<file path="config.mk">
export PLATFORM = sky130hd
export DESIGN_NAME = cellbus_rx_slave
export DESIGN_NICKNAME = d
export VERILOG_FILES = /design/src/rtl/cbrx_pkg.sv /design/src/rtl/cbrx_select.sv /design/src/rtl/cbrx_xfer_fsm.sv /design/src/rtl/cbrx_parity.sv /design/src/rtl/cellbus_rx_slave.sv
export SDC_FILE = /design/constraint.sdc
export NUM_CORES = 1
export LEC_CHECK = 0
export BUFFER_PORTS_ARGS = -buffer_cell sky130_fd_sc_hd__buf_2
export CAP_MARGIN = 20
export CORE_AREA = 2 2 72 74
export CTS_CLUSTER_SIZE = 20
export DETAILED_ROUTE_END_ITERATION = 8
export DIE_AREA = 0 0 74 76
export MAX_ROUTING_LAYER = met4
export PLACE_DENSITY = 0.78
export SKIP_LAST_GASP = 1
export SLEW_MARGIN = 20
export SYNTH_ARGS = -nofsm -noshare
export SYNTH_HDL_FRONTEND = slang
export SYNTH_SLANG_ARGS = --single-unit
</file>
<file path="constraint.sdc">
create_clock -name clk -period 3.2 [get_ports clk]
set_clock_uncertainty 0.1 [all_clocks]
set_input_delay 0.64 -clock clk [delete_from_list [all_inputs] [get_ports clk]]
set_output_delay 0.64 -clock clk [all_outputs]
set_load 0.05 [all_outputs]
</file>
<file path="src/rtl/cbrx_pkg.sv">
package cbrx_pkg;

    typedef enum logic [1:0] {
        ST_IDLE = 2'd0,
        ST_XFER = 2'd1,
        ST_HOLD = 2'd2
    } xfer_st_t;

endpackage

</file>
<file path="src/rtl/cbrx_select.sv">
// Port selection, polled cell-available and direct status lines.
module cbrx_select #(
    parameter int NPORT = 4,
    parameter int AW    = 5,
    localparam int PW   = (NPORT > 1) ? $clog2(NPORT) : 1
) (
    input  logic             clk,
    input  logic             rst_n,
    input  logic             cfg_mphy,
    input  logic             cfg_direct,
    input  logic             enb_n,
    input  logic [AW-1:0]    addr,
    input  logic [NPORT-1:0] cell_rdy,
    input  logic             idle,
    output logic [PW-1:0]    sel,
    output logic             sel_ok,
    output logic             clav,
    output logic [NPORT-1:0] clav_dir
);

    logic          hit;
    logic          polled;
    logic [PW-1:0] hit_idx;
    logic [PW-1:0] sel_q;
    logic          selok_q;
    logic          clav_q;

    // decode the address against the port numbers
    always_comb begin
        hit     = 1'b0;
        polled  = 1'b0;
        hit_idx = '0;
        for (int i = 0; i < NPORT; i++) begin
            if (addr == AW'(i)) begin
                hit     = 1'b1;
                polled  = cell_rdy[i];
                hit_idx = PW'(i);
            end
        end
    end

    // selection is only taken between cells and only with enable high
    always_ff @(posedge clk or negedge rst_n) begin
        if (!rst_n) begin
            sel_q   <= '0;
            selok_q <= 1'b0;
        end else if (idle && enb_n) begin
            sel_q   <= hit ? hit_idx : sel_q;
            selok_q <= hit;
        end
    end

    always_ff @(posedge clk or negedge rst_n) begin
        if (!rst_n) begin
            clav_q <= 1'b0;
        end else begin
            clav_q <= cfg_mphy ? (hit & polled) : cell_rdy[0];
        end
    end

    genvar g;
    generate
        for (g = 0; g < NPORT; g++) begin : g_dir
            always_ff @(posedge clk or negedge rst_n) begin
                if (!rst_n) clav_dir[g] <= 1'b0;
                else        clav_dir[g] <= cfg_mphy & cfg_direct & cell_rdy[g];
            end
        end
    endgenerate

    assign sel    = cfg_mphy ? sel_q : '0;
    assign sel_ok = cfg_mphy ? selok_q : 1'b1;
    assign clav   = clav_q;

endmodule

</file>
<file path="src/rtl/cbrx_xfer_fsm.sv">
// Cell transfer engine: counts words of the selected port's cell.
module cbrx_xfer_fsm
    import cbrx_pkg::*;
#(
    parameter int NPORT = 4,
    parameter int CW    = 8,
    localparam int PW   = (NPORT > 1) ? $clog2(NPORT) : 1,
    localparam int WW   = CW - 1
) (
    input  logic             clk,
    input  logic             rst_n,
    input  logic             enb_n,
    input  logic [PW-1:0]    sel,
    input  logic             sel_ok,
    input  logic [NPORT-1:0] cell_rdy,
    input  logic [WW-1:0]    words,
    output logic             go,
    output logic             first,
    output logic             idle
);

    xfer_st_t      state, state_nxt;
    logic [WW-1:0] cnt;
    logic [WW-1:0] cnt_inc;
    logic          last;

    assign cnt_inc = cnt + 1'b1;
    assign last    = (cnt_inc == words);

    // next state
    always_comb begin
        state_nxt = state;
        unique case (state)
            ST_IDLE: if (go) state_nxt = last ? ST_IDLE : ST_XFER;
            ST_XFER: state_nxt = go ? (last ? ST_IDLE : ST_XFER) : ST_HOLD;
            ST_HOLD: if (go) state_nxt = last ? ST_IDLE : ST_XFER;
            default: state_nxt = ST_IDLE;
        endcase
    end

    // state register and word counter
    always_ff @(posedge clk or negedge rst_n) begin
        if (!rst_n) begin
            state <= ST_IDLE;
            cnt   <= '0;
        end else begin
            state <= state_nxt;
            if (go) cnt <= last ? '0 : cnt_inc;
        end
    end

    // outputs
    always_comb begin
        idle  = (state == ST_IDLE);
        go    = !enb_n && sel_ok && (!idle || cell_rdy[sel]);
        first = (cnt == '0);
    end

endmodule

</file>
<file path="src/rtl/cbrx_parity.sv">
module cbrx_parity #(
    parameter int DW = 16
) (
    input  logic [DW-1:0] data,
    input  logic          en,
    input  logic          odd,
    output logic          par
);

    assign par = en & ((^data) ^ odd);

endmodule

</file>
<file path="src/rtl/cellbus_rx_slave.sv">
module cellbus_rx_slave #(
    parameter int NPORT = 4,
    parameter int DW    = 16,
    parameter int AW    = 5,
    parameter int CW    = 8,
    localparam int PW   = (NPORT > 1) ? $clog2(NPORT) : 1
) (
    input  logic                clk,
    input  logic                rst_n,
    input  logic                cfg_mphy,
    input  logic                cfg_direct,
    input  logic                cfg_par_en,
    input  logic                cfg_par_odd,
    input  logic [CW-1:0]       cfg_cell_bytes,
    input  logic                enb_n,
    input  logic [AW-1:0]       addr,
    input  logic [NPORT-1:0]    cell_rdy,
    input  logic [NPORT*DW-1:0] fifo_data,
    output logic [NPORT-1:0]    fifo_pop,
    output logic [DW-1:0]       rx_data,
    output logic                rx_soc,
    output logic                rx_prty,
    output logic                rx_clav,
    output logic [NPORT-1:0]    rx_clav_dir
);

    logic [PW-1:0] sel;
    logic          sel_ok;
    logic          go;
    logic          first;
    logic          idle;
    logic          unused_size_lsb;

    assign unused_size_lsb = cfg_cell_bytes[0];

    cbrx_select #(.NPORT(NPORT), .AW(AW)) u_select (
        .clk       (clk),
        .rst_n     (rst_n),
        .cfg_mphy  (cfg_mphy),
        .cfg_direct(cfg_direct),
        .enb_n     (enb_n),
        .addr      (addr),
        .cell_rdy  (cell_rdy),
        .idle      (idle),
        .sel       (sel),
        .sel_ok    (sel_ok),
        .clav      (rx_clav),
        .clav_dir  (rx_clav_dir)
    );

    cbrx_xfer_fsm #(.NPORT(NPORT), .CW(CW)) u_fsm (
        .clk     (clk),
        .rst_n   (rst_n),
        .enb_n   (enb_n),
        .sel     (sel),
        .sel_ok  (sel_ok),
        .cell_rdy(cell_rdy),
        .words   (cfg_cell_bytes[CW-1:1]),
        .go      (go),
        .first   (first),
        .idle    (idle)
    );

    cbrx_parity #(.DW(DW)) u_par (
        .data(rx_data),
        .en  (cfg_par_en),
        .odd (cfg_par_odd),
        .par (rx_prty)
    );

    genvar g;
    generate
        for (g = 0; g < NPORT; g++) begin : g_pop
            assign fifo_pop[g] = go && (sel == PW'(g));
        end
    endgenerate

    always_ff @(posedge clk or negedge rst_n) begin
        if (!rst_n) begin
            rx_data <= '0;
            rx_soc  <= 1'b0;
        end else if (go) begin
            rx_data <= fifo_data[int'(sel)*DW +: DW];
            rx_soc  <= first;
        end
    end

endmodule

</file>
Word level (Yosys, flattened, before mapping)

Cells that the tools add are included.

Bits in registers: 34
Input port bits: 88
Output and inout port bits: 27
Logic and storage cells: 70

Add/subtract/negate cells: 1
$lt $le $gt $ge: 1
Eq/ne operators: 10
Shift operators: 1
Muxes and demuxes: 21
Bitwise operators: 8
Reductions and logical operators: 17

Operator list:

| operator                                                              | number |
|---|---|
| 64-bit by 7-bit indexed part select with 16-bit output                | 1 |
| 16-bit parity                                                         | 1 |
| 1-bit 2-to-1 mux                                                      | 13 |
| 5-bit by 2-bit == test with 1-bit output (second input constant)      | 2 |
| 2-bit 2-to-1 mux                                                      | 5 |
| 7-bit by 1-bit adder with 7-bit output (second input constant)        | 1 |
| 1-bit AND                                                             | 7 |
| 7-bit == test                                                         | 1 |
| 1-bit logical AND                                                     | 7 |
| 7-bit logical NOT                                                     | 1 |
| 7-bit 2-to-1 mux                                                      | 1 |
| 2-bit == test (second input constant)                                 | 3 |
| 5-bit by 1-bit == test with 1-bit output (second input constant)      | 1 |
| 5-bit logical NOT                                                     | 1 |
| 2-bit by 1-bit == test with 1-bit output (second input constant)      | 2 |
| 2-bit logical NOT                                                     | 2 |
| 2-bit case mux with 2 select lines                                    | 1 |
| 2-bit by 3-bit < comparator with 1-bit output (second input constant) | 1 |
| 1-bit binary-select mux with 2-bit select                             | 1 |
| 1-bit logical NOT                                                     | 2 |
| 2-bit by 1-bit != test with 1-bit output (second input constant)      | 1 |
| 2-bit AND reduction                                                   | 1 |
| 2-bit OR reduction                                                    | 1 |
| 1-bit logical OR                                                      | 1 |
| 1-bit XOR                                                             | 1 |

Depth between registers and ports, before layout

Gate-level depths: netlist of run 1.

Depth in word-level cells: 7
Mapped depth: 9

Cells and area by module

From an unflattened synthesis of run 1, not the netlist that was laid out.

Cells, all modules: 233
Area, all modules: 2403.6 µm²

By module, submodules not included:

| module           | times used | cells each | area an instance (µm²) | sequential area each (µm²) |
|---|---|---|---|---|
| cellbus_rx_slave | 1          | 115        | 1189.9                 | 425.4 |
| cbrx_xfer_fsm    | 1          | 74         | 708.2                  | 225.2 |
| cbrx_select      | 1          | 27         | 340.3                  | 200.2 |
| cbrx_parity      | 1          | 17         | 165.2                  | 0.0 |

Worst setup path after synthesis of run 1

OpenSTA, ideal clock, no wires.

Kind: input port to output port
Start point: in cfg_mphy
End point: out fifo_pop[2]
Arrival time: 2.788 ns
Data required time: 2.460 ns
Path slack: -0.328 ns
Cell stages on the path: 7
Path through: clkbuf_1 o21ai_1 o2bb2ai_1 o21ai_1 buf_2 buf_1 nor3_1

Word-level cells in the longest chain between the ends: 6
Elaborated cells between the ends (all ways): 9
Those cells by class: 1 x eq/ne; 4 x mux; 4 x reduce/logical

RTL lines:

| item                                      | line                   | RTL |
|---|---|---|
| start: declaration                        | cellbus_rx_slave.sv:10 | `input logic cfg_mphy,` |
| 2-bit 2-to-1 mux                          | cbrx_select.sv:71      | `assign sel = cfg_mphy ? sel_q : '0;` |
| 1-bit binary-select mux with 2-bit select | cbrx_xfer_fsm.sv:55    | `go = !enb_n && sel_ok && (!idle \|\| cell_rdy[sel]);` |
| 1-bit 2-to-1 mux (not written as such)    | cbrx_xfer_fsm.sv:55    |  |
| 1-bit logical OR                          | cbrx_xfer_fsm.sv:55    |  |
| 1-bit logical AND                         | cbrx_xfer_fsm.sv:55    |  |
| 1-bit logical AND (*)                     | cellbus_rx_slave.sv:74 | `assign fifo_pop[g] = go && (sel == PW'(g));` |
| end: declaration                          | cellbus_rx_slave.sv:19 | `output logic [NPORT-1:0] fifo_pop,` |

Mark *: on every way between the ends. The rest lies on a longest branch, timed or not. The select of a mux whose other input is x is not followed.

Final worst setup path of run 1

Start point: in cfg_par_odd
End point: out rx_prty

Word-level cells in the longest chain between the ends: 2

RTL lines:

| item               | line                   | RTL |
|---|---|---|
| start: declaration | cellbus_rx_slave.sv:13 | `input logic cfg_par_odd,` |
| 1-bit XOR          | cbrx_parity.sv:10      | `assign par = en & ((^data) ^ odd);` |
| 1-bit AND          | cbrx_parity.sv:10      |  |
| end: declaration   | cellbus_rx_slave.sv:22 | `output logic rx_prty,` |

No other way between the ends.

==> results of run 1 <==
[worst min path at each step]
stage / start / endpoint / cells after the start
detailed placement: rx_soc / rx_soc / 2
global route: rst_n / u_fsm.state[1] / 1
floorplan: rst_n / rx_data[0] / 0
CTS: rst_n / u_fsm.state[1] / 1
global placement: u_select.selok_q / u_select.selok_q / 2
finish: rst_n / u_select.clav_dir[2] / 1
[cell type report]
type / instances / area (µm²) / share of cell area (%)
flip-flops and latches: 34 / 851 / 30.0
well taps: 70 / 87.6 / 3.09
clock inverters: 1 / 5.00 / 0.176
multi-input cells: 167 / 1180 / 41.6
inverters: 7 / 26.3 / 0.926
clock buffers: 7 / 86.3 / 3.04
repair buffers: 118 / 603 / 21.2
[placed cells by master (no fill, tap or decap), types with 3 or more instances in the layout]
master,synthesis,routed
a221oi_1,16,16
o21ai_0,20,20
clkbuf_8,0,6
and3_1,5,5
a21oi_1,5,5
dfrtp_1,34,34
mux2i_1,3,3
nor2_1,9,8
nand2_1,26,26
inv_1,7,7
xor2_1,7,7
buf_2,3,113
buf_4,0,5
a22o_1,17,17
xnor2_1,18,18
[power by group through the flow]
stage               clock [mW]  sequential, mW  combinational (mW)
global route             0.361           0.774                1.94
floorplan                    0            1.05                1.08
finish                   0.324           0.747                1.78
global placement             0           0.744                1.75
CTS                      0.336           0.747                1.79
detailed placement           0           0.755                1.79
[flip-flops by register name, summed over array words and instances, names as in the netlist]
register	count
u_select.selok_q	1
rx_data	16
u_select.clav_dir	4
u_select.clav	1
u_fsm.cnt	7
u_fsm.state	2
rx_soc	1
u_select.sel_q	2
[cells by family after synthesis]
| group | count (synthesis) | synth area share (%) |
|---|---|---|
| xor gates and xnor gates | 26 | 11.5 |
| and+or+nand+nor | 61 | 14.8 |
| AOI/OAI and AO/OA | 73 | 25.4 |
| buffers and inverters | 21 | 3.94 |
| muxes | 5 | 2.51 |
| adders and majority gates | 2 | 1.19 |
| DFF | 34 | 40.6 |
[cell usage after synthesis, drive strengths merged (3+ instances only)]
cell    instances  area share, %
a221oi         16            6.7
buf             4           0.90
nor3            3           0.72
a21oi           5            1.2
dfrtp          34             41
and3            5            1.5
mux2i           3            1.4
inv             7            1.3
a22o           17            7.1
nand3           3            1.3
nor2            9            1.6
clkbuf         10            1.8
nand2          26            4.7
xnor2          18            7.5
xor2            7            2.9
o21ai          22            5.3
[per-layer routing]
layer / vias to the layer above / global-route usage, %
met5: - / -
met4: 0 / 9.27
met3: 19 / 5.03
met2: 100 / 33.8
met1: 964 / 26.5
li1: 1037 / -
[metrics by stage]
stage | worst slack (ns) | hold WS (ns) | instances | util [%]
after floorplan | 0.0573 | 0.244 | 222 | -
after global placement | 0.511 | 0.358 | 396 | 55.9
final | 0.517 | 0.324 | 404 | 57.8
after CTS | 0.490 | 0.343 | 404 | 57.7
after global routing | 0.376 | 0.382 | 404 | 57.8
after detailed placement | 0.494 | 0.375 | 396 | 55.9
==> impl_metrics.json, run 1 <==
{
  "status": "finished clean",
  "p_per_area_mw_per_mm2": 1000,
  "max_freq_ghz": 0.373,
  "antenna_left": 0,
  "cts_made_buffers": 5,
  "crit_required_ns": 2.46,
  "crit_family": "XOR/XNOR gates",
  "pwr-share-seq_pct": 26.2,
  "wl_met3_um": 421,
  "core_mm2": 0.00491,
  "hold_path_class": "primary input to asynchronous set/reset pin",
  "critPathLaunchType": "primary input",
  "die_h_um": 76,
  "clk_path_buf_depth": 2,
  "setup_viol": 0,
  "root_buffer": "clkbuf_8",
  "r2r_setup_slack_ns": 0.72,
  "async_reset_ff_share_pct": 100,
  "cts_setup_buffers": 0,
  "nFillCells": 452,
  "initial_utilization_pct": 42.6,
  "worst_pin_slew_ns": 0.756,
  "n_antenna_cell": 0,
  "drt_iter0_drc": 107,
  "slew_violations": 0,
  "combPwrFrac_pct": 62.4,
  "wl_met1_um": 2380,
  "gp_congestion": 0.889,
  "hold_buffers": 0,
  "power_mw": 2.85,
  "dr.pass1.iters": 4,
  "cts_tree": "done",
  "cp_max_fo": 1,
  "grt_max_degree": 35,
  "min_period_ns": 2.68,
  "r2r_cells": 7,
  "yosysUniqueCellTypes": 42,
  "grt-ovfl-total": 0,
  "synth-edff-count": 0,
  "grt_pass1_vias": 2016,
  "drc_errors": 0,
  "synth_flop_cell": "dfrtp_1",
  "setup.worst_path.class": "primary input to output port",
  "drive_above_1_share_pct": 40.1,
  "antenna_found_initial": 0,
  "yosysWarnings": 0,
  "syn_area_mm2": 0.00209,
  "cp_cell_sequence": "buf_2 -> xor2_1 -> xnor2_1 -> xnor2_1 -> xnor2_1 -> xnor2_1 -> and2_1 -> buf_2",
  "vias_per_cell": 5.25,
  "area_delta_synth_final_pct": 35.5,
  "die_w_um": 74,
  "grt.total_usage_pct": 21.6,
  "grt_setup_unrepaired": "no",
  "syn_area_per_cell_um2": 9.43,
  "setup_tns_ns": 0,
  "arrival_ns": 1.94,
  "crit_path_end": "rx_prty",
  "stdcell_area_mm2": 0.00284,
  "internal_power_mw": 1.43,
  "cp-end-kind": "output port",
  "clkPwrFrac_pct": 11.4,
  "io_buffers": 113,
  "crit_buf_inv": 2,
  "syn_inst": 222,
  "critical_path.most_common_cell": "xnor2_1",
  "met2_length_um": 2720,
  "ys_seq_elements": 34,
  "die_area_mm2": 0.00562,
  "rows": 26,
  "max-vdd-ir-drop_mv": 0.819,
  "finalHoldViolCount": 0,
  "routed_wl_um": 5740,
  "ys_seq_area_share_pct": 40.6,
  "h-tree-depth": 2,
  "relSlewSlack_pct": 49.6,
  "highest_layer": "met4",
  "ioPinCount": 115,
  "maxCapViolCount": 0,
  "grt_pass1_wl_um": 9190,
  "reg2reg_to": "u_fsm.cnt[3]",
  "critPathSlowestCell": "buf_2",
  "leakage_nw": 1.41,
  "cts.sinks": 34,
  "wire_per_inst_um": 14.2,
  "swShare_pct": 49.7,
  "timing.rr.start": "u_fsm.cnt[0]",
  "final_nets": 423,
  "syn_nets": 312,
  "fin_crit_sh_pct": 83.8,
  "clk_pin_slew_worst_paths_ns": 0.06,
  "slowest_delay_ns": 0.25,
  "cp-startpoint": "cfg_par_odd",
  "switchingPower_mw": 1.42,
  "clock_latency_ns": 0.29,
  "post_cts_resized": 0,
  "detailed_place_hpwl_um": 4430,
  "vias": 2120,
  "cp.depth": 8,
  "place_area_mm2": 0.00275
}
No activity file was read; power rests on OpenSTA's default activity.
==> run 2: changes to the inputs <==
clock period = 2.5 ns   (was 3.2 ns; I/O delays follow)
==> impl_metrics.json, run 2 (same netlist as run 1, synthesis figures left out) <==
{
  "status": "finished clean",
  "cts_made_buffers": 5,
  "relSlewSlack_pct": 49.6,
  "grt_pass1_wl_um": 9430,
  "antenna_left": 0,
  "critical_path.most_common_cell": "xnor2_1",
  "r2r_setup_slack_ns": 0.11,
  "drive_above_1_share_pct": 42.6,
  "initial_utilization_pct": 42.6,
  "final_cell_mix": "buf_2, dfrtp_1, nand2_1, o21ai_0, xnor2_1",
  "setup_tns_ns": 0,
  "cp-startpoint": "rx_data[9]",
  "h-tree-depth": 2,
  "power_mw": 3.79,
  "grt-ovfl-total": 0,
  "max_freq_ghz": 0.407,
  "largest_register_ffs": 16,
  "critPathSlowestCell": "dfrtp_1",
  "maxCapViolCount": 0,
  "slowest_delay_ns": 0.41,
  "drt_iter0_drc": 62,
  "routed_wl_um": 5880,
  "grt_max_degree": 35,
  "clk_pin_slew_worst_paths_ns": 0.07,
  "clk_path_buf_depth": 2,
  "core_mm2": 0.00491,
  "hold_buffers": 0,
  "grt.total_usage_pct": 21.9,
  "grt_pass1_vias": 2074,
  "slew_violations": 0,
  "antenna_found_initial": 0,
  "rows": 26,
  "p_per_area_mw_per_mm2": 1290,
  "max-vdd-ir-drop_mv": 1.50,
  "ioPinCount": 115,
  "cp-end-kind": "output port",
  "io_buffers": 113,
  "pre_cts_ws_ns": 0.0563,
  "worst_pin_slew_ns": 0.756,
  "top_regs": "rx_data: 16 flops, u_fsm.cnt: 7 flops, u_select.clav_dir: 4 flops",
  "vias": 2125,
  "final_nets": 432,
  "die_w_um": 74,
  "hold_path_class": "primary input to asynchronous set/reset pin",
  "cp_cell_sequence": "xor2_1 -> xnor2_1 -> xnor2_1 -> xnor2_1 -> xnor2_1 -> and2_1 -> buf_6",
  "n_antenna_cell": 0,
  "area_delta_synth_final_pct": 40.0,
  "regMostFlops": "rx_data",
  "crit_path_end": "rx_prty",
  "fin_crit_sh_pct": 98.4,
  "arrival_ns": 1.86,
  "setup_viol": 0,
  "crit_required_ns": 1.90,
  "gp_congestion": 0.819,
  "cts.sinks": 34,
  "cts_tree": "done",
  "leakage_nw": 1.45,
  "clock_latency_ns": 0.28,
  "cp_max_fo": 3,
  "reg2reg_to": "u_fsm.cnt[4]",
  "place_area_mm2": 0.00281,
  "finalHoldViolCount": 0,
  "worst_slack_ns": 0.0401,
  "mostFrequentLayoutCell": "buf_2",
  "timing.rr.start": "u_fsm.cnt[0]",
  "detailed_place_hpwl_um": 4600,
  "drc_errors": 0,
  "die_h_um": 76,
  "setup.worst_path.class": "register to output port",
  "min_period_ns": 2.46,
  "r2r_cells": 6,
  "vias_per_cell": 5.15,
  "dr.pass1.iters": 4,
  "stdcell_area_mm2": 0.00293,
  "critPathLaunchType": "register",
  "grt_setup_unrepaired": "yes",
  "root_buffer": "clkbuf_8",
  "die_area_mm2": 0.00562,
  "wire_per_inst_um": 14.2
}
## run 2: layer usage
layer / GRT usage, % / wire [µm] / vias to the layer above
met1: 27.1 / 2480 / 975
met4: 8.73 / 149 / 0
met3: 3.97 / 319 / 14
met2: 35.1 / 2930 / 82
li1: - / - / 1054
met5: - / 0 / -
## run 2: cell type report
type | instances | area, µm²
Clock buffer | 7 | 86.3
Fill cell | 472 | 1980
Tap cell | 70 | 87.6
Clock inverter | 1 | 5.00
Sequential cell | 34 | 852
Inverter | 7 | 26.3
Multi-Input combinational cell | 167 | 1200
Timing Repair Buffer | 127 | 679
## run 2: how the worst min path moves through the flow
stage / from / to / slack (ns) / cells after the start
final: rst_n / rx_data[1] / 0.18 / 1
after global routing: rst_n / rx_data[5] / 0.25 / 1
after CTS: rst_n / rx_data[1] / 0.21 / 1
after detailed placement: u_select.selok_q / u_select.selok_q / 0.36 / 2
after global placement: u_select.selok_q / u_select.selok_q / 0.36 / 2
after floorplan: rst_n / rx_data[0] / 0.10 / 0
## run 2: through the flow
step	util, %	std cells	hold slack [ns]
final	59.7	413	0.177
after global routing	59.7	413	0.248
after CTS	59.3	411	0.215
after detailed placement	57.2	402	0.363
after global placement	57.2	402	0.358
after floorplan	-	222	0.104
## run 2: power breakdown
part           total, mW  leakage, nW  switching (mW)  internal [mW]
registers          0.949        0.419           0.209          0.740
logic               2.43        0.987            1.44          0.990
clock network      0.415       0.0482           0.193          0.222
total               3.79         1.45            1.84           1.95
## run 2: what timing repair did
item                       in CTS  in global routing
cloned                          0                  0
resized for setup               2                  2
pin swaps                       2                  6
setup endpoints to repair       2                  5
hold endpoints to repair        0                  0
buffers inserted                1                  1
## run 2: worst max-delay path, delay by kind of cell (launching register included)
family / cells / cell delay, ns
buffers and inverters: 1 / 0.15
AND/OR/NAND/NOR: 1 / 0.14
XOR/XNOR: 5 / 0.87
flip-flops: 1 / 0.41
